[src/rtl/apb_mon_pkg.sv]
package apb_mon_pkg;
  typedef enum logic {
    MON_IDLE   = 1'b0,
    MON_ACCESS = 1'b1
  } mon_state_e;
endpackage

[src/rtl/apb_mon_timebase.sv]
module apb_mon_timebase #(
  parameter int TS_W = 32
) (
  input  logic            clk_i,
  input  logic            rst_ni,
  output logic [TS_W-1:0] ts_o
);
  always_ff @(posedge clk_i or negedge rst_ni) begin
    if (!rst_ni) ts_o <= '0;
    else         ts_o <= ts_o + TS_W'(1);
  end
endmodule

[src/rtl/apb_mon_seg.sv]
module apb_mon_seg
  import apb_mon_pkg::*;
#(
  parameter int WAIT_W = 8
) (
  input  logic              clk_i,
  input  logic              rst_ni,
  input  logic              sel_i,
  input  logic              enable_i,
  input  logic              ready_i,
  output logic              setup_o,
  output logic              done_o,
  output logic              raw_done_o,
  output logic [WAIT_W-1:0] wait_o
);
  localparam logic [WAIT_W-1:0] WAIT_MAX = '1;

  mon_state_e state_q, state_d;
  logic       wait_cyc;

  assign setup_o    = sel_i & ~enable_i;
  assign raw_done_o = sel_i & enable_i & ready_i;
  assign done_o     = (state_q == MON_ACCESS) & raw_done_o;
  assign wait_cyc   = (state_q == MON_ACCESS) & sel_i & enable_i & ~ready_i;

  always_comb begin
    state_d = state_q;
    unique case (state_q)
      MON_IDLE:   if (setup_o) state_d = MON_ACCESS;
      MON_ACCESS: begin
        if (setup_o)     state_d = MON_ACCESS; // reopen on a fresh setup
        else if (!sel_i) state_d = MON_IDLE;   // aborted, record dropped
        else if (done_o) state_d = MON_IDLE;
      end
      default:    state_d = MON_IDLE;
    endcase
  end

  always_ff @(posedge clk_i or negedge rst_ni) begin
    if (!rst_ni) begin
      state_q <= MON_IDLE;
      wait_o  <= '0;
    end else begin
      state_q <= state_d;
      if (setup_o)                          wait_o <= '0;
      else if (wait_cyc && wait_o != WAIT_MAX) wait_o <= wait_o + WAIT_W'(1);
    end
  end
endmodule

[src/rtl/apb_mon_rec.sv]
module apb_mon_rec #(
  parameter int ADDR_W = 32,
  parameter int DATA_W = 32,
  parameter int WAIT_W = 8,
  parameter int TS_W   = 32,
  localparam int STRB_W = DATA_W / 8
) (
  input  logic              clk_i,
  input  logic              rst_ni,
  input  logic              setup_i,
  input  logic              done_i,
  input  logic              write_i,
  input  logic [ADDR_W-1:0] addr_i,
  input  logic [DATA_W-1:0] wdata_i,
  input  logic [STRB_W-1:0] strb_i,
  input  logic [DATA_W-1:0] rdata_i,
  input  logic              slverr_i,
  input  logic [WAIT_W-1:0] wait_i,
  input  logic [TS_W-1:0]   ts_i,
  output logic              valid_o,
  output logic [ADDR_W-1:0] addr_o,
  output logic              write_o,
  output logic [DATA_W-1:0] data_o,
  output logic [STRB_W-1:0] strb_o,
  output logic              err_o,
  output logic [WAIT_W-1:0] wait_o,
  output logic [TS_W-1:0]   t_setup_o,
  output logic [TS_W-1:0]   t_done_o,
  output logic [TS_W-1:0]   lat_o
);
  // address-phase shadow, kept apart from the published record
  logic [ADDR_W-1:0] sh_addr;
  logic              sh_write;
  logic [DATA_W-1:0] sh_wdata;
  logic [STRB_W-1:0] sh_strb;
  logic [TS_W-1:0]   sh_ts;

  always_ff @(posedge clk_i or negedge rst_ni) begin
    if (!rst_ni) begin
      sh_addr  <= '0;
      sh_write <= 1'b0;
      sh_wdata <= '0;
      sh_strb  <= '0;
      sh_ts    <= '0;
    end else if (setup_i) begin
      sh_addr  <= addr_i;
      sh_write <= write_i;
      sh_wdata <= write_i ? wdata_i : '0;
      sh_strb  <= write_i ? strb_i  : '0;
      sh_ts    <= ts_i;
    end
  end

  always_ff @(posedge clk_i or negedge rst_ni) begin
    if (!rst_ni) begin
      valid_o   <= 1'b0;
      addr_o    <= '0;
      write_o   <= 1'b0;
      data_o    <= '0;
      strb_o    <= '0;
      err_o     <= 1'b0;
      wait_o    <= '0;
      t_setup_o <= '0;
      t_done_o  <= '0;
      lat_o     <= '0;
    end else begin
      valid_o <= done_i;
      if (done_i) begin
        addr_o    <= sh_addr;
        write_o   <= sh_write;
        data_o    <= sh_write ? sh_wdata : rdata_i;
        strb_o    <= sh_strb;
        err_o     <= slverr_i;
        wait_o    <= wait_i;
        t_setup_o <= sh_ts;
        t_done_o  <= ts_i;
        lat_o     <= ts_i - sh_ts;
      end
    end
  end
endmodule

[src/rtl/apb_xfer_mon.sv]
module apb_xfer_mon #(
  parameter int ADDR_W = 32,
  parameter int DATA_W = 32,
  parameter int WAIT_W = 8,
  parameter int TS_W   = 32,
  parameter int CNT_W  = 16,
  localparam int STRB_W = DATA_W / 8
) (
  input  logic              clk_i,
  input  logic              rst_ni,
  input  logic              sel_i,
  input  logic              enable_i,
  input  logic              write_i,
  input  logic [ADDR_W-1:0] addr_i,
  input  logic [DATA_W-1:0] wdata_i,
  input  logic [STRB_W-1:0] strb_i,
  input  logic [DATA_W-1:0] rdata_i,
  input  logic              ready_i,
  input  logic              slverr_i,
  output logic              rec_valid_o,
  output logic [ADDR_W-1:0] rec_addr_o,
  output logic              rec_write_o,
  output logic [DATA_W-1:0] rec_data_o,
  output logic [STRB_W-1:0] rec_strb_o,
  output logic              rec_err_o,
  output logic [WAIT_W-1:0] rec_wait_o,
  output logic [TS_W-1:0]   rec_t_setup_o,
  output logic [TS_W-1:0]   rec_t_done_o,
  output logic [TS_W-1:0]   rec_lat_o,
  output logic [CNT_W-1:0]  xfer_cnt_o
);
  logic [TS_W-1:0]   ts;
  logic              setup, done, raw_done;
  logic [WAIT_W-1:0] wait_cnt;

  apb_mon_timebase #(.TS_W(TS_W)) u_tb (
    .clk_i (clk_i),
    .rst_ni(rst_ni),
    .ts_o  (ts)
  );

  apb_mon_seg #(.WAIT_W(WAIT_W)) u_seg (
    .clk_i     (clk_i),
    .rst_ni    (rst_ni),
    .sel_i     (sel_i),
    .enable_i  (enable_i),
    .ready_i   (ready_i),
    .setup_o   (setup),
    .done_o    (done),
    .raw_done_o(raw_done),
    .wait_o    (wait_cnt)
  );

  apb_mon_rec #(
    .ADDR_W(ADDR_W), .DATA_W(DATA_W), .WAIT_W(WAIT_W), .TS_W(TS_W)
  ) u_rec (
    .clk_i    (clk_i),
    .rst_ni   (rst_ni),
    .setup_i  (setup),
    .done_i   (done),
    .write_i  (write_i),
    .addr_i   (addr_i),
    .wdata_i  (wdata_i),
    .strb_i   (strb_i),
    .rdata_i  (rdata_i),
    .slverr_i (slverr_i),
    .wait_i   (wait_cnt),
    .ts_i     (ts),
    .valid_o  (rec_valid_o),
    .addr_o   (rec_addr_o),
    .write_o  (rec_write_o),
    .data_o   (rec_data_o),
    .strb_o   (rec_strb_o),
    .err_o    (rec_err_o),
    .wait_o   (rec_wait_o),
    .t_setup_o(rec_t_setup_o),
    .t_done_o (rec_t_done_o),
    .lat_o    (rec_lat_o)
  );

  // raw completion-edge tally, independent of record state
  always_ff @(posedge clk_i or negedge rst_ni) begin
    if (!rst_ni)       xfer_cnt_o <= '0;
    else if (raw_done) xfer_cnt_o <= xfer_cnt_o + CNT_W'(1);
  end
endmodule

[config.mk]
export PLATFORM = sky130hd
export DESIGN_NAME = apb_xfer_mon
export DESIGN_NICKNAME = d
export VERILOG_FILES = /design/src/rtl/apb_mon_pkg.sv /design/src/rtl/apb_mon_timebase.sv /design/src/rtl/apb_mon_seg.sv /design/src/rtl/apb_mon_rec.sv /design/src/rtl/apb_xfer_mon.sv
export SDC_FILE = /design/constraint.sdc
export NUM_CORES = 1
export LEC_CHECK = 0
export BUFFER_PORTS_ARGS = -buffer_cell sky130_fd_sc_hd__buf_4
export CORE_UTILIZATION = 55
export CTS_CLUSTER_SIZE = 40
export DETAILED_ROUTE_END_ITERATION = 12
export PLACE_DENSITY_LB_ADDON = 0.15
export SLEW_MARGIN = 20
export SYNTH_ARGS = -nofsm -noshare
export SYNTH_HDL_FRONTEND = slang
export SYNTH_SLANG_ARGS = --single-unit
[constraint.sdc]
create_clock -name clk_i -period 6.7 [get_ports clk_i]
set_input_delay 0.67 -clock clk_i [delete_from_list [all_inputs] [get_ports clk_i]]
set_output_delay 0.67 -clock clk_i [all_outputs]
set_load 0.01 [all_outputs]
==> impl_metrics.json <==
{
  "synth.most_common_cell": "nand2_1",
  "antenna_found_initial": 1,
  "clock_latency_ns": 0.51,
  "syn_area_per_cell_sq_um": 9.29,
  "yosys-top-cells-count": "nand2_1, dfrtp_1, o21ai_0, clkbuf_1, nand3_1",
  "fp.dieH_um": 165,
  "fin_skew_ns": 0.0105,
  "max-cap-violations": 0,
  "synth_edf_count": 0,
  "ys_seq_area_share_pct": 57.0,
  "io-pin-count": 298,
  "regArea_sq_um": 8330,
  "status": "complete, no violations",
  "finalCritPeriodShare_pct": 45.4,
  "required_ns": 7.08,
  "post-place-ws_ns": 3.64,
  "wirelength_mm": 35.9,
  "critical_path_peak_fanout": 4,
  "placed_cells": 2130,
  "cts_tree": "built",
  "cellPowerDensity_nw_per_um2": 289,
  "ys.warnings.count": 0,
  "worstSetupPathType": "reg -> reg",
  "grt_util_all_layers_pct": 26.5,
  "post_cts.repair.setup_buffers": 0,
  "final.setup.worst_slack_ns": 3.66,
  "vdd_drop_max_mv": 0.237,
  "gpl.final_weighted_congestion": 0.933,
  "wire_per_inst_um": 16.4,
  "vias": 11800,
  "initial_core_util_pct": 56.1,
  "clockRootBuffer": "clkbuf_16",
  "endpoint_kind": "flop",
  "drc": 0,
  "fin_setup_tns_ns": 0,
  "ant_nets": 0,
  "viasPerCell": 5.36,
  "die-area_sq_um": 27200,
  "synth_cell_types": 52,
  "grt_max_degree": 272,
  "yosys_most_used_dff": "dfrtp_1",
  "start_kind": "flop",
  "syn-num-nets": 1716,
  "hpwlAfterDp_mm": 23.8,
  "drive_gt1_share_pct": 20.2,
  "fill_cells": 2057,
  "portBuffers": 297,
  "holdBufCountCts": 0,
  "grt_pass1_wl_mm": 57.4,
  "cts_resized": 0,
  "ys_async_sr_fraction_pct": 100,
  "finalNonFillerCells": 2194,
  "overflow": 0,
  "max_freq_mhz": 329,
  "multi_input_area_sq_um": 5840,
  "holdWs_ns": 0.161,
  "yosysTopAreaCell": "dfrtp_1",
  "drtIter0Drc": 976,
  "rsz0062_at_grt": "no",
  "synthTopCellsByArea": "dfrtp_1, nand2_1, o21ai_0, xnor2_1, ha_1",
  "slew-limit-headroom_pct": 22.8,
  "core_area_sq_um": 26100,
  "yosysTopAreaCellShare_pct": 57.0,
  "leakagePower_nw": 9.66,
  "netlist_area_sq_um": 14600,
  "drt_first_pass_iters": 5,
  "clock_path_buffers": 3,
  "hold_class": "in -> async",
  "setup_viol": 0,
  "cts.clk_slew.worst_paths_ns": 0.06,
  "final_cell_area_sq_um": 18300,
  "final_core_util_pct": 70.1,
  "cts_buffers": 36,
  "grt_pass1_vias": 11300,
  "placed_area_sq_um": 17100,
  "syn_to_final_growth_pct": 25.0,
  "cp.arrival_ns": 3.43,
  "synth_seq_cells": 333,
  "rows": 59,
  "worstMarginPinSlew_ns": 1.16,
  "final_max_slew_viol_count": 0,
  "syn_inst": 1574,
  "clock_sink_count": 333,
  "cts.htree.levels": 2,
  "hold_viol": 0,
  "total_power_mw": 5.28,
  "die_width_um": 165,
  "diodes": 0,
  "final_nets": 1975,
  "fin_crit_ns": 3.04
}
-- power by group --
group / switching (mW) / leakage [nW] / internal, mW
combinational: 0.440 / 4.65 / 0.419
clock: 0.793 / 0.600 / 1.20
sequential: 0.170 / 4.40 / 2.25
-- flip-flops by register name (all words and copies together), names as in the netlist --
signal	cells
xfer_cnt_o	16
u_rec.wait_o	8
u_rec.sh_addr	32
u_rec.err_o	1
u_tb.ts_o	32
u_seg.state_q	1
u_rec.t_done_o	32
u_rec.t_setup_o	32
u_rec.strb_o	4
u_rec.valid_o	1
u_rec.lat_o	32
u_seg.wait_o	8
u_rec.addr_o	32
u_rec.sh_strb	4
u_rec.data_o	32
u_rec.write_o	1
u_rec.sh_wdata	32
u_rec.sh_ts	32
u_rec.sh_write	1
-- cell usage in the layout (no fill, tap or decap), types with 19 or more instances in the layout --
cell       count
a21oi_1       32
buf_4        299
clkbuf_16     38
dfrtp_1      332
ha_1          34
inv_1         40
mux2i_1       35
nand2_1      579
nand3_1       61
nand4_1       19
nor2_1        45
o21ai_0      137
xnor2_1       52
xor2_1        26
-- kinds of logic (layout without fill, tap and decap cells) --
| kind of cell | after synthesis | count (layout) | synth area share, % |
|---|---|---|---|
| AND/OR/NAND/NOR | 746 | 746 | 20.8 |
| flip-flops | 333 | 333 | 57.0 |
| AO/OA/AOI/OAI | 222 | 222 | 8.72 |
| buffers and inverters | 123 | 408 | 3.18 |
| XOR/XNOR | 78 | 78 | 4.67 |
| multiplexers | 37 | 37 | 2.55 |
| adder cells (fa/ha/maj) | 35 | 35 | 3.05 |
-- critical path, cell delays in order, from the launching register on --
cell and delay [ns]:
dfrtp_1 0.40, inv_1 0.11, ha_1 0.18, inv_1 0.05, fa_1 0.40, a21o_1 0.23, a311oi_2 0.32, nor3_2 0.10
o211ai_2 0.21, a2111oi_2 0.11, or4_4 0.51, o31ai_2 0.18, o211ai_1 0.10
-- path summary, 6_finish.rpt --
| check | slack, ns | endpoint | cells after the start | start |
|---|---|---|---|---|
| setup / recovery | 3.66 | u_rec.lat_o[30] | 12 | u_tb.ts_o[0] |
| hold / removal | 0.16 | u_rec.t_done_o[20] | 1 | rst_ni |
| setup reg to reg | 3.66 | u_rec.lat_o[30] | 12 | u_tb.ts_o[0] |
| hold reg to reg | 0.46 | u_rec.addr_o[24] | 2 | u_rec.sh_addr[24] |
| max in group asynchronous | 5.25 | u_rec.addr_o[17] | 2 | rst_ni |
| min in group clk_i | 0.35 | u_rec.sh_addr[21] | 3 | addr_i[21] |
-- routing by layer --
layer	up-vias	GRT usage, %	share of wire [%]
met1	5654	36.8	44
met2	378	41.4	46
met4	2	8.72	2.7
met3	77	5.65	6.8
li1	5652	-	-
met5	-	0	0.047
-- layout make-up --
class,instances,area share [%]
sequential,333,45.6
multi-input combinational,1118,32.0
timing repair buffer,303,12.7
clock buffer,52,5.93
tap,335,2.29
inverter,41,0.843
clock inverter,12,0.699
Power figures use the tool's default switching activity.
